### src/rtl/coh_line_ctrl.sv
module coh_line_ctrl #(
  parameter bit FWD_MODE = 1'b0,
  parameter int LINES = 8,
  localparam int IW = (LINES > 1) ? $clog2(LINES) : 1
) (
  input  logic          clk,
  input  logic          rst_n,
  input  logic          loc_valid,
  input  logic [1:0]    loc_op,
  input  logic [IW-1:0] loc_idx,
  input  logic          shared_in,
  input  logic          snp_valid,
  input  logic [1:0]    snp_op,
  input  logic [IW-1:0] snp_idx,
  output logic [2:0]    line_state,
  output logic          bus_valid,
  output logic [1:0]    bus_op,
  output logic          wb_req,
  output logic          supply_req,
  output logic          snp_hit
);
  localparam logic [2:0] ST_I = 3'd0, ST_S = 3'd1, ST_E = 3'd2,
                         ST_M = 3'd3, ST_O = 3'd4, ST_F = 3'd5;
  localparam logic [1:0] OP_RD = 2'd0, OP_WR = 2'd1, OP_EV = 2'd2, OP_CL = 2'd3;
  localparam logic [1:0] BUS_RD = 2'd0, BUS_RFO = 2'd1, BUS_INV = 2'd2;
  localparam logic [2:0] ST_BAD = FWD_MODE ? ST_O : ST_F;

  logic [2:0] st [LINES];
  logic [2:0] l_cur, l_next, s_cur, s_next;
  logic       l_wb, s_wb, loc_go;

  assign loc_go = loc_valid && !(snp_valid && snp_idx == loc_idx);
  assign l_cur  = st[loc_idx];
  assign s_cur  = st[snp_idx];
  assign line_state = l_next;
  assign snp_hit = snp_valid && (s_cur != ST_I);
  assign wb_req  = l_wb || s_wb;

  always_comb begin
    l_next    = l_cur;
    bus_valid = 1'b0;
    bus_op    = BUS_RD;
    l_wb      = 1'b0;
    if (loc_go) begin
      case (loc_op)
        OP_RD: if (l_cur == ST_I) begin
          bus_valid = 1'b1;
          l_next = !shared_in ? ST_E : (FWD_MODE ? ST_F : ST_S);
        end
        OP_WR: begin
          l_next = ST_M;
          if (l_cur == ST_I) begin
            bus_valid = 1'b1;
            bus_op = BUS_RFO;
          end else if (l_cur != ST_E && l_cur != ST_M) begin
            bus_valid = 1'b1;
            bus_op = BUS_INV;
          end
        end
        OP_EV: begin
          l_wb = (l_cur == ST_M) || (l_cur == ST_O);
          l_next = ST_I;
        end
        default: if (l_cur == ST_M) begin
          l_wb = 1'b1;
          l_next = ST_E;
        end else if (l_cur == ST_O) begin
          l_wb = 1'b1;
          l_next = ST_S;
        end
      endcase
    end
  end

  always_comb begin
    s_next     = s_cur;
    supply_req = 1'b0;
    s_wb       = 1'b0;
    if (snp_valid) begin
      if (snp_op == BUS_RD) begin
        case (s_cur)
          ST_M: begin
            supply_req = 1'b1;
            s_wb = FWD_MODE;
            s_next = FWD_MODE ? ST_S : ST_O;
          end
          ST_E: begin
            supply_req = FWD_MODE;
            s_next = ST_S;
          end
          ST_O: supply_req = 1'b1;
          ST_F: begin
            supply_req = 1'b1;
            s_next = ST_S;
          end
          default: s_next = s_cur;
        endcase
      end else begin
        s_next = ST_I;
        supply_req = (snp_op == BUS_RFO) &&
                     (s_cur == ST_M || s_cur == ST_O || s_cur == ST_F ||
                      (FWD_MODE && s_cur == ST_E));
      end
    end
  end

  always_ff @(posedge clk) begin
    if (!rst_n) begin
      for (int i = 0; i < LINES; i++) st[i] <= ST_I;
    end else begin
      if (snp_valid) st[snp_idx] <= s_next;
      if (loc_go) st[loc_idx] <= l_next;
    end
  end

  a_r2_clean_miss_exclusive: assert property (@(posedge clk) disable iff (!rst_n)
    (loc_go && loc_op == OP_RD && l_cur == ST_I && !shared_in) |=> st[$past(loc_idx)] == ST_E);
  a_r3_write_ends_modified: assert property (@(posedge clk) disable iff (!rst_n)
    (loc_go && loc_op == OP_WR) |=> st[$past(loc_idx)] == ST_M);
  a_r4_evict_ends_invalid: assert property (@(posedge clk) disable iff (!rst_n)
    (loc_go && loc_op == OP_EV) |=> st[$past(loc_idx)] == ST_I);
  a_r8_snoop_kill_invalid: assert property (@(posedge clk) disable iff (!rst_n)
    (snp_valid && snp_op != BUS_RD) |=> st[$past(snp_idx)] == ST_I);
  a_r7_supply_needs_snoop: assert property (@(posedge clk) disable iff (!rst_n)
    supply_req |-> snp_hit);
  a_r9_collision_no_bus: assert property (@(posedge clk) disable iff (!rst_n)
    (loc_valid && snp_valid && loc_idx == snp_idx) |-> !bus_valid);

  for (genvar i = 0; i < LINES; i++) begin : g_chk
    a_r10_policy_state: assert property (@(posedge clk) disable iff (!rst_n)
      st[i] != ST_BAD);
  end
endmodule

### config.mk
export PLATFORM = sky130hd
export DESIGN_NAME = coh_line_ctrl
export DESIGN_NICKNAME = d
export VERILOG_FILES = /design/src/rtl/coh_line_ctrl.sv
export SDC_FILE = /design/constraint.sdc
export NUM_CORES = 1
export LEC_CHECK = 0
export BUFFER_PORTS_ARGS = -buffer_cell sky130_fd_sc_hd__clkbuf_2
export CAP_MARGIN = 20
export CORE_MARGIN = 2
export CORE_UTILIZATION = 49
export CTS_CLUSTER_SIZE = 24
export DETAILED_ROUTE_END_ITERATION = 7
export GPL_TIMING_DRIVEN = 0
export MAX_ROUTING_LAYER = met4
export PLACE_DENSITY = 0.69
export RECOVER_POWER = 100
export SLEW_MARGIN = 20
export SYNTH_ARGS = -nofsm -noshare
export SYNTH_HDL_FRONTEND = slang
export SYNTH_SLANG_ARGS = --single-unit
### constraint.sdc
create_clock -name clk -period 5.4 [get_ports clk]
set_input_delay 1.08 -clock clk [delete_from_list [all_inputs] [get_ports clk]]
set_output_delay 1.08 -clock clk [all_outputs]
set_load 0.05 [all_outputs]
==> results by group <==
Flow run
  – MaxCap Viol Count: 0

Timing
  – Slew margin rel.: 35.4%
  – RSZ-0062 raised after global routing: false
  – Setup WS post-layout: 0.792 ns
  – Final-report max-slew violation count: 0
  – Worst-case clock skew: 0.00121 ns
  – Hold Violations, Final: 0
  – Slew @ Worst Pin: 0.964 ns
  – Fmax: around 0.22 GHz
  – Setup violations, final: 0
  – Final period util: 85.3%
  – Final min period: 4.61 ns
  – Setup tns final: 0 ns

Placement
  – DP Wirelength: 3850 um
  – Place WS: roughly 1.2 ns
  – # placed instances: ~260
  – Buffers on Ports: 21
  – RePlAce Congestion: between 0.9 and 1

Logic synthesis
  – Synth Instances: 186
  – Cell taking the most area after synthesis: edfxtp_1
  – Sequential share of the synthesized area: a little under two fifths
  – Top FF cell, synth: edfxtp_1
  – Area contributors post-synth: edfxtp_1, o22ai_1, mux4_2, nand3_1, nand2_1
  – Post-Syn Nets: approximately 200
  – Yosys warnings: 0
  – Post-synth EDFFs: 24
  – Syn_area_per_cell: slightly above 10 sq um
  – Async SR Flop Fraction: 0%
  – Top post-synthesis cells by count: edfxtp_1, o22ai_1, nand2_1
  – Top-area cell type share of the netlist area: 37.7%
  – Yosys cell types: 50
  – Synthesized area: 0.00191 sq mm
  – Synthesized flop and latch total: 24

Drt
  – DRT Pass-1 Iters: 4
  – Initial DRC count: 141
  – DR DRC count: 0
  – Final wirelength: 4920 um
  – Detail Route Antenna Nets: 0
  – DR vias/cell: about 6.6
  – WL/cell: 19.1 um
  – DR vias: 1697

Clock tree
  – Root Buffer: clkbuf_8
  – Hold_buf cts: 0
  – Maximum clock path buffer count: 2
  – Clk pin slew, worst setup/hold paths: 0.07 ns
  – H-tree Lvls: 1
  – CTS tree: built
  – TritonCTS buffer count: 3
  – Post-CTS setup buffers: 0
  – Clk sink count: 24
  – Post_cts resized: 0
  – Clock Latency Late Sink: 0.26 ns

Global route
  – Grt ovf: 0
  – Number of global-route vias before repair: roughly 1600
  – Pin count of the biggest net entering global routing: 13
  – Initial antenna violation count: 0
  – GR Util All Layers: between 20% and 30%
  – Global-route wire length before repair: 8000 um

Worst setup path
  – CP Launch Type: primary input
  – Worst endpoint required time: 4.32 ns
  – Critical Path AT: ~3.5 ns
  – FF-to-FF path depth: 5
  – Setup CP Type: primary input to output port
  – CP Capture Type: output port
  – Max FO, Critical Path: 10

Floorplanning
  – CORE AREA: 0.00372 sq mm
  – Top Ports: 24
  – Starting Density: 51.5%
  – Die width: about 66 um
  – Die H: 66.5 um
  – DIE AREA: 0.00442 sq mm
  – Rows: 22

Power
  – Internal: roughly 0.31 mW
  – Switching Share: 33.2%
  – Maximum VDD drop: roughly 0.11 mV
  – PwrDens: 225 mW/mm^2
  – Leak: 0.780 nW
  – Seq pwr share: a little under half
  – Combinational power share: between 30% and 40%
  – Sw Pwr: 0.156 mW
  – Clock power frac: 21.7%

Layout
  – Register with the most flip-flops: st
  – Nets: 227
  – Largest register FFs: 24
  – Share of cells above drive strength 1: ~18%
  – Biggest registers after layout: st (24)
  – Area grow syn2layout: 9.16%
  – Number of diodes: 0
  – Non-Filler Instances: 258

Min path
  – Worst hold path class: register to register
  – Hold path depth: 6

Outcome
  – Status: finished, final reports clean
-- per-layer routing --
metal	GRT usage, %	share of wire, %	wire length (um)	vias to the layer above
met3	1.86	8.4	413	9
met4	7.40	1.3	66	0
li1	-	-	-	787
met1	33.1	42	2050	815
met2	41.3	49	2400	86
met5	-	0	0	-
-- through the flow --
step           instance area (sq um)  hold WS [ns]  power, mW  util [%]
6_report                        2090          1.22      0.470      56.2
5_1_grt                         2090          1.33      0.491      56.2
4_1_cts                         2120          1.23      0.473      57.0
3_5_place_dp                    2080          1.21      0.374      55.9
3_3_place_gp                    2080          1.18      0.369      55.9
2_1_floorplan                   1910          1.08      0.335         -
-- cells in the final DEF (no fill, tap or decap), drive strengths merged, types with 8 or more instances in the layout --
cell type	n
o22ai	24
mux4	8
nand2	22
inv	8
edfxtp	24
clkbuf	27
nand3	19
nor2	11
mux2i	8
-- path summary, 6_finish.rpt --
check        startpoint            end  slack (ns)
max          snp_idx[1]  line_state[0]        0.79
min            st[4][1]       st[5][1]        1.22
max reg2reg    st[7][0]       st[3][2]        2.74
min reg2reg    st[4][1]       st[5][1]        1.22
-- cell families after synthesis --
family,after synthesis,share of synthesized area [%]
AO/OA/AOI/OAI,53,21.5
XOR/XNOR,3,1.37
AND/OR/NAND/NOR,71,18.6
buffers and inverters,18,6.02
multiplexers,17,14.8
flip-flops,24,37.7
-- cell type report --
cell class              count  area (sq um)
repair buffers             21          92.6
inverters                   8          32.5
multi-input cells         144          1060
plain buffers              10          78.8
flip-flops and latches     24           721
clock buffers               3          41.3
well taps                  48          60.1
fillers                   334          1630
-- critical path: stages --
cell and delay [ns]:
clkbuf_1 0.14, clkbuf_1 0.45, xor2_1 0.22, o41ai_4 0.50
nor2_1 0.20, o32ai_4 0.55, inv_1 0.08, clkbuf_1 0.31
-- power groups by stage --
stage               Clock [mW]  Combinational [mW]  Sequential, mW
floorplan                    0               0.113           0.221
global placement             0               0.145           0.225
detailed placement           0               0.149           0.225
CTS                      0.103               0.149           0.221
global route             0.112               0.158           0.222
finish                   0.102               0.147           0.221
Note: power is estimated with default switching activity, not from simulation.
